===== config.mk =====
export PLATFORM = sky130hd
export DESIGN_NAME = bufown_tracker
export DESIGN_NICKNAME = d
export VERILOG_FILES = /design/src/rtl/bufown_pkg.sv /design/src/rtl/bufown_decode.sv /design/src/rtl/bufown_fifo.sv /design/src/rtl/bufown_slot.sv /design/src/rtl/bufown_viol.sv /design/src/rtl/bufown_tracker.sv
export SDC_FILE = /design/constraint.sdc
export NUM_CORES = 1
export LEC_CHECK = 0
export ABC_CLOCK_PERIOD_IN_PS = 3900
export CORE_MARGIN = 2
export CORE_UTILIZATION = 30
export CTS_CLUSTER_DIAMETER = 50
export DETAILED_ROUTE_END_ITERATION = 12
export SLEW_MARGIN = 15
export SYNTH_ARGS = -nofsm -noshare
export SYNTH_HDL_FRONTEND = slang
export SYNTH_SLANG_ARGS = --single-unit

===== constraint.sdc =====
create_clock -name clk -period 3.9 [get_ports clk]
set_clock_uncertainty 0.2 [all_clocks]
set_input_delay 0.39 -clock clk [delete_from_list [all_inputs] [get_ports clk]]
set_output_delay 0.39 -clock clk [all_outputs]
set_load 0.05 [all_outputs]

===== src/rtl/bufown_pkg.sv =====
package bufown_pkg;

   typedef enum logic [1:0] {
      SLOT_FREE     = 2'd0,
      SLOT_QUEUED   = 2'd1,
      SLOT_INFLIGHT = 2'd2
   } slot_st_e;

   typedef struct packed {
      logic rdy;
      logic acc;
      logic done;
      logic pwr;
      logic cwr;
   } slot_ev_t;

endpackage


===== src/rtl/bufown_decode.sv =====
module bufown_decode #(
   parameter int NUM_SLOTS = 2,
   parameter int IDX_W     = 1
) (
   input  logic                 stb,
   input  logic [IDX_W-1:0]     idx,
   output logic [NUM_SLOTS-1:0] hit
);

   for (genvar s = 0; s < NUM_SLOTS; s++) begin : g_hit
      assign hit[s] = stb && (idx == IDX_W'(s));
   end

endmodule


===== src/rtl/bufown_fifo.sv =====
module bufown_fifo #(
   parameter int DEPTH = 2,
   parameter int W     = 1
) (
   input  logic         clk,
   input  logic         rst_n,
   input  logic         push,
   input  logic [W-1:0] push_data,
   input  logic         pop,
   output logic         valid,
   output logic [W-1:0] head
);

   localparam int PW = (DEPTH > 1) ? $clog2(DEPTH) : 1;
   localparam int CW = $clog2(DEPTH + 1);

   logic [W-1:0]  mem [DEPTH];
   logic [PW-1:0] rd_ptr;
   logic [PW-1:0] wr_ptr;
   logic [CW-1:0] cnt;

   function automatic logic [PW-1:0] nxt(input logic [PW-1:0] p);
      return (p == PW'(DEPTH - 1)) ? '0 : p + 1'b1;
   endfunction

   always_ff @(posedge clk) begin
      if (!rst_n) begin
         rd_ptr <= '0;
         wr_ptr <= '0;
         cnt    <= '0;
      end else begin
         if (push) begin
            mem[wr_ptr] <= push_data;
            wr_ptr      <= nxt(wr_ptr);
         end
         if (pop) begin
            rd_ptr <= nxt(rd_ptr);
         end
         if (push && !pop) begin
            cnt <= cnt + 1'b1;
         end else if (pop && !push) begin
            cnt <= cnt - 1'b1;
         end
      end
   end

   assign valid = (cnt != '0);
   assign head  = mem[rd_ptr];

   AST_NO_OVERFLOW: assert property (@(posedge clk) disable iff (!rst_n)
      (push && cnt == CW'(DEPTH)) |-> pop);

   AST_NO_UNDERFLOW: assert property (@(posedge clk) disable iff (!rst_n)
      pop |-> (cnt != '0));

endmodule


===== src/rtl/bufown_slot.sv =====
module bufown_slot
   import bufown_pkg::*;
(
   input  logic     clk,
   input  logic     rst_n,
   input  slot_ev_t ev,
   input  logic     acc_grant,
   output slot_st_e st,
   output logic     rdy_ok,
   output logic     acc_ok,
   output logic     done_ok,
   output logic     viol
);

   logic bad_rdy;
   logic bad_acc;
   logic bad_done;
   logic bad_pwr;
   logic bad_cwr;

   assign rdy_ok   = ev.rdy  && (st == SLOT_FREE);
   assign acc_ok   = ev.acc  && (st == SLOT_QUEUED) && acc_grant;
   assign done_ok  = ev.done && (st == SLOT_INFLIGHT);

   assign bad_rdy  = ev.rdy  && (st != SLOT_FREE);
   assign bad_acc  = ev.acc  && !((st == SLOT_QUEUED) && acc_grant);
   assign bad_done = ev.done && (st != SLOT_INFLIGHT);
   assign bad_pwr  = ev.pwr  && (st != SLOT_FREE);
   assign bad_cwr  = ev.cwr  && (st == SLOT_FREE);
   assign viol     = bad_rdy | bad_acc | bad_done | bad_pwr | bad_cwr;

   always_ff @(posedge clk) begin
      if (!rst_n) begin
         st <= SLOT_FREE;
      end else if (rdy_ok) begin
         st <= SLOT_QUEUED;
      end else if (acc_ok) begin
         st <= SLOT_INFLIGHT;
      end else if (done_ok) begin
         st <= SLOT_FREE;
      end
   end

   AST_FREE_NOT_INFLIGHT: assert property (@(posedge clk) disable iff (!rst_n)
      (st == SLOT_FREE) |=> (st != SLOT_INFLIGHT));

   AST_DONE_FREES: assert property (@(posedge clk) disable iff (!rst_n)
      done_ok |=> (st == SLOT_FREE));

   AST_BAD_READY_HOLDS: assert property (@(posedge clk) disable iff (!rst_n)
      (ev.rdy && st == SLOT_QUEUED) |=> (st != SLOT_FREE));

endmodule


===== src/rtl/bufown_viol.sv =====
module bufown_viol #(
   parameter int NUM_SLOTS = 2,
   parameter int IRQ_REG   = 0
) (
   input  logic                 clk,
   input  logic                 rst_n,
   input  logic [NUM_SLOTS-1:0] set,
   input  logic [NUM_SLOTS-1:0] clr,
   output logic [NUM_SLOTS-1:0] flags,
   output logic                 irq
);

   always_ff @(posedge clk) begin
      if (!rst_n) begin
         flags <= '0;
      end else begin
         flags <= (flags & ~clr) | set;
      end
   end

   if (IRQ_REG != 0) begin : g_irq_reg
      always_ff @(posedge clk) begin
         if (!rst_n) begin
            irq <= 1'b0;
         end else begin
            irq <= |flags;
         end
      end
   end else begin : g_irq_comb
      assign irq = |flags;
   end

   for (genvar s = 0; s < NUM_SLOTS; s++) begin : g_chk
      AST_STICKY: assert property (@(posedge clk) disable iff (!rst_n)
         (flags[s] && !clr[s]) |=> flags[s]);
      AST_SET_WINS: assert property (@(posedge clk) disable iff (!rst_n)
         set[s] |=> flags[s]);
   end

endmodule


===== src/rtl/bufown_tracker.sv =====
module bufown_tracker
   import bufown_pkg::*;
#(
   parameter int NUM_SLOTS = 2,
   parameter int IRQ_REG   = 0,
   parameter int IDX_W     = (NUM_SLOTS > 1) ? $clog2(NUM_SLOTS) : 1
) (
   input  logic                   clk,
   input  logic                   rst_n,
   input  logic                   ready_stb,
   input  logic [IDX_W-1:0]       ready_idx,
   input  logic                   accept_stb,
   input  logic [IDX_W-1:0]       accept_idx,
   input  logic                   done_stb,
   input  logic [IDX_W-1:0]       done_idx,
   input  logic                   prod_wr_stb,
   input  logic [IDX_W-1:0]       prod_wr_idx,
   input  logic                   cons_wr_stb,
   input  logic [IDX_W-1:0]       cons_wr_idx,
   input  logic [NUM_SLOTS-1:0]   viol_clr,
   output logic [2*NUM_SLOTS-1:0] slot_state,
   output logic [NUM_SLOTS-1:0]   prod_own,
   output logic [NUM_SLOTS-1:0]   cons_own,
   output logic                   head_valid,
   output logic [IDX_W-1:0]       head_idx,
   output logic [NUM_SLOTS-1:0]   viol_flags,
   output logic                   viol_irq
);

   if (NUM_SLOTS < 2) begin : g_bad_slots
      $error("bufown_tracker: NUM_SLOTS must be at least 2");
   end
   if (IRQ_REG != 0 && IRQ_REG != 1) begin : g_bad_irq
      $error("bufown_tracker: IRQ_REG must be 0 or 1");
   end
   if ((1 << IDX_W) < NUM_SLOTS) begin : g_bad_idx
      $error("bufown_tracker: IDX_W too narrow for NUM_SLOTS");
   end

   logic [NUM_SLOTS-1:0] hit_rdy;
   logic [NUM_SLOTS-1:0] hit_acc;
   logic [NUM_SLOTS-1:0] hit_done;
   logic [NUM_SLOTS-1:0] hit_pwr;
   logic [NUM_SLOTS-1:0] hit_cwr;

   bufown_decode #(.NUM_SLOTS(NUM_SLOTS), .IDX_W(IDX_W)) u_dec_rdy (
      .stb(ready_stb), .idx(ready_idx), .hit(hit_rdy));
   bufown_decode #(.NUM_SLOTS(NUM_SLOTS), .IDX_W(IDX_W)) u_dec_acc (
      .stb(accept_stb), .idx(accept_idx), .hit(hit_acc));
   bufown_decode #(.NUM_SLOTS(NUM_SLOTS), .IDX_W(IDX_W)) u_dec_done (
      .stb(done_stb), .idx(done_idx), .hit(hit_done));
   bufown_decode #(.NUM_SLOTS(NUM_SLOTS), .IDX_W(IDX_W)) u_dec_pwr (
      .stb(prod_wr_stb), .idx(prod_wr_idx), .hit(hit_pwr));
   bufown_decode #(.NUM_SLOTS(NUM_SLOTS), .IDX_W(IDX_W)) u_dec_cwr (
      .stb(cons_wr_stb), .idx(cons_wr_idx), .hit(hit_cwr));

   slot_st_e             st [NUM_SLOTS];
   logic [NUM_SLOTS-1:0] inflight;
   logic [NUM_SLOTS-1:0] rdy_ok;
   logic [NUM_SLOTS-1:0] acc_ok;
   logic [NUM_SLOTS-1:0] done_ok;
   logic [NUM_SLOTS-1:0] acc_grant;
   logic [NUM_SLOTS-1:0] viol_set;

   logic                 q_push;
   logic                 q_pop;
   logic [IDX_W-1:0]     q_push_idx;

   for (genvar s = 0; s < NUM_SLOTS; s++) begin : g_slot
      logic [NUM_SLOTS-1:0] busy_others;
      slot_ev_t             ev;

      // A slot finishing this cycle no longer blocks an accept elsewhere.
      always_comb begin
         busy_others    = inflight & ~done_ok;
         busy_others[s] = 1'b0;
      end

      assign acc_grant[s] = head_valid && (head_idx == IDX_W'(s))
                            && (busy_others == '0);

      assign ev = '{rdy:  hit_rdy[s],  acc: hit_acc[s], done: hit_done[s],
                    pwr:  hit_pwr[s],  cwr: hit_cwr[s]};

      bufown_slot u_slot (
         .clk       (clk),
         .rst_n     (rst_n),
         .ev        (ev),
         .acc_grant (acc_grant[s]),
         .st        (st[s]),
         .rdy_ok    (rdy_ok[s]),
         .acc_ok    (acc_ok[s]),
         .done_ok   (done_ok[s]),
         .viol      (viol_set[s])
      );

      assign inflight[s]          = (st[s] == SLOT_INFLIGHT);
      assign slot_state[2*s +: 2] = st[s];
      assign prod_own[s]          = (st[s] == SLOT_FREE);
      assign cons_own[s]          = (st[s] != SLOT_FREE);
   end

   always_comb begin
      q_push_idx = '0;
      for (int s = 0; s < NUM_SLOTS; s++) begin
         if (rdy_ok[s]) begin
            q_push_idx = IDX_W'(s);
         end
      end
   end

   assign q_push = |rdy_ok;
   assign q_pop  = |acc_ok;

   bufown_fifo #(.DEPTH(NUM_SLOTS), .W(IDX_W)) u_order_q (
      .clk       (clk),
      .rst_n     (rst_n),
      .push      (q_push),
      .push_data (q_push_idx),
      .pop       (q_pop),
      .valid     (head_valid),
      .head      (head_idx)
   );

   bufown_viol #(.NUM_SLOTS(NUM_SLOTS), .IRQ_REG(IRQ_REG)) u_viol (
      .clk   (clk),
      .rst_n (rst_n),
      .set   (viol_set),
      .clr   (viol_clr),
      .flags (viol_flags),
      .irq   (viol_irq)
   );

   AST_ONE_IN_FLIGHT: assert property (@(posedge clk) disable iff (!rst_n)
      $countones(inflight) <= 1);

   AST_POP_IS_HEAD: assert property (@(posedge clk) disable iff (!rst_n)
      q_pop |-> head_valid);

   AST_OWNERSHIP_EXCLUSIVE: assert property (@(posedge clk) disable iff (!rst_n)
      (prod_own & cons_own) == '0);

endmodule


==> results.ini <==
[clock_tree]
cts_buffer_depth = 2
numClockSinks = 13
cts_setup_buffers = 0
cts_tree = done
path_clk_slew_ns = 0.08
cts-root-buf = clkbuf_4
clock_latency_ns = 0.27
hold_buffers = 0
cts-resized-gates = 0
htree_num_levels = 1
numCtsBuffers = 3

[logic_synthesis]
async_flop_share_pct = 0
yosysTopAreaCellShare_pct = 29.43
syn_area_um2 = 748.2
synth_area_leaders = dfxtp_1 29%, edfxtp_1 8.0%, a2111oi_4 7.4%, nand2_1 4.0%, inv_1 3.5%
yosys.cell_types.count = 33
avgSynthCellArea_um2 = 9.125
yosysWarnings = 0
synthCells = 82
synth_edf_count = 2
synth_ff_type = dfxtp_1
ys_ff_latch = 13
yosysSeqAreaShare_pct = 37.46
synth_fp_nets = 97
synth_top_cell_by_area = dfxtp_1

[global_routing]
track_usage_pct = 12.85
grt_pass1_wl_mm = 2.642
overflow = 0
antenna_found_initial = 0
grt_max_degree = 9
grt_pass1_vias = 645

[critical_path]
critPathLaunchType = flip-flop
cp.arrival_ns = 2.46
criticalPathCategory = flip-flop to flip-flop
worstPathRequired_ns = 3.91
worst-path-max-fanout = 4
end_kind = flip-flop

[floorplanning]
fp.dieW_um = 53.94
ios = 27
rows = 18
coreArea_um2 = 2410
die-area_um2 = 2910
initial_core_util_pct = 31.05
fp.dieH_um = 53.94

[pwr]
p_seq_share_pct = 42.5
clkPwrFrac_pct = 22.4
p_int_uw = 234.9
p_leak_uw = 0.0004272
p_per_area_nw_per_um2 = 335.4
pwr-share-comb_pct = 35.0
swShare_pct = 34.68
peakVddDrop_mv = 0.1791
p_sw_uw = 124.7

[sta]
max_freq_ghz = 0.4079
slew_headroom_pct = 66.50
fin_tns_setup_ns = 0
post-route-period-util_pct = 62.86
rsz0062_at_grt = false
setup_slack_ns = 1.448
finalSetupViolCount = 0
final.min_clock_period_ns = 2.452
worst_pin_slew_ns = 0.5009
final_max_slew_viol_count = 0
hold_viol = 0

[cells_and_area]
n_fill_cell = 244
nNetsFinal = 128
diodes = 0
design_area_um2 = 1072
instances_no_fill = 142
areaGrowthSynthToFinish_pct = 43.31
layout-drive-gt1-share_pct = 7.143
multi_input_area_um2 = 437.9
regArea_um2 = 280.3

[detailed_routing]
wl_met1_um = 788
wl_per_cell_um = 11.91
postRouteAntennaNets = 0
top_layer = met4
met2_length_um = 798
first_iter_violations = 7
vias = 677
totalWireLength_mm = 1.691
drc_errors = 0
wl_met3_um = 87
vias_per_cell = 4.768
dr.pass1.iters = 3

[place]
dp_slack_ns = 1.171
gp_congestion = 0.7694
hpwl_mm = 1.392
io_buffers = 26
place_area_um2 = 1046
dpl.cell_count = 138

[job]
drv_cap = 0

[run_status]
outcome = complete, no violations

[min_path]
hold_class = flip-flop to flip-flop

-- sequential cells by signal, indices dropped and copies added (netlist names), named ones only --
name,count
u_order_q.cnt,2
u_viol.flags,2
u_order_q.wr_ptr,1
g_slot.u_slot.st,4
u_order_q.rd_ptr,1
u_order_q.mem,2
-- stage by stage --
stage	power [µW]	util (%)	hold slack (ns)
global route	378.0	44.50	0.3200
global placement	282.0	43.41	0.2704
detailed placement	282.5	43.41	0.2856
CTS	364.0	44.50	0.2955
finish	359.6	44.50	0.2921
floorplan	236.6	-	0.2555
-- routing by layer --
layer  global-route usage [%]  up-vias
met5                        0        -
met4                    6.410        0
met3                    2.500        4
met2                    21.95       16
met1                    15.18      309
li1                         -      348
-- logic make-up after synthesis --
family	after synthesis	synth area share, %
AO/OA/AOI/OAI	22	25.42
adder cells (fa/ha/maj)	1	1.672
AND/OR/NAND/NOR	32	22.24
buffers and inverters	8	4.014
XOR/XNOR	3	3.512
multiplexers	3	5.686
flip-flops	13	37.46
-- final timing paths --
check / start / end / slack, ns / cells after the start
worst max register to register: flip-flop / u_order_q.cnt[1]$_SDFFE_PN0P_ / 1.45 / 7
worst max-delay path: flip-flop / u_order_q.cnt[1]$_SDFFE_PN0P_ / 1.45 / 7
worst min-delay path: u_order_q.rd_ptr$_SDFFE_PN0N_ / u_order_q.rd_ptr$_SDFFE_PN0N_ / 0.29 / 2
worst min register to register: u_order_q.rd_ptr$_SDFFE_PN0N_ / u_order_q.rd_ptr$_SDFFE_PN0N_ / 0.29 / 2
-- final cells by class --
type	count	area share [%]
Inverter	8	2.800
Timing Repair Buffer	26	24.27
Clock buffer	4	2.450
Sequential cell	13	26.14
Tap cell	30	3.501
Multi-Input combinational cell	61	40.84
-- power groups by stage --
stage | combinational [µW] | sequential, µW | clock (µW)
6_report | 126 | 153 | 80.6
5_1_grt | 135 | 154 | 88.1
4_1_cts | 127 | 153 | 83.8
3_5_place_dp | 126 | 156 | 0
3_3_place_gp | 126 | 156 | 0
2_1_floorplan | 69.2 | 167 | 0
-- synth_stat cells (4+ instances only) --
cell type  instances
nand2_1            8
inv_1              7
nor2_1             7
nand2b_1           4
nor2b_1            4
dfxtp_1           11
a21oi_1            5
o21ai_0            4
-- layout by cell type (no fill, tap or decap), types with 2 or more instances in the layout --
| cell type | n |
|---|---|
| a2111oi_4 | 2 |
| a21oi_1 | 5 |
| and3_1 | 2 |
| clkbuf_4 | 3 |
| clkdlybuf4s50_1 | 26 |
| dfxtp_1 | 11 |
| edfxtp_1 | 2 |
| inv_1 | 7 |
| mux2i_1 | 2 |
| nand2_1 | 8 |
| nand2b_1 | 4 |
| nor2_1 | 7 |
| nor2b_1 | 4 |
| o21a_1 | 2 |
| o21ai_0 | 4 |
| o22ai_1 | 2 |
| xor2_1 | 2 |
-- worst max-delay path, cell delays in order (launching register included) --
cell and delay [ns]:
dfxtp_1 0.38, mux2i_4 0.30, inv_2 0.08, a2111oi_4 0.42, a22oi_2 0.14, ha_1 0.35
or3_1 0.37, a21oi_1 0.14
Note: power is estimated with default switching activity, not from simulation.
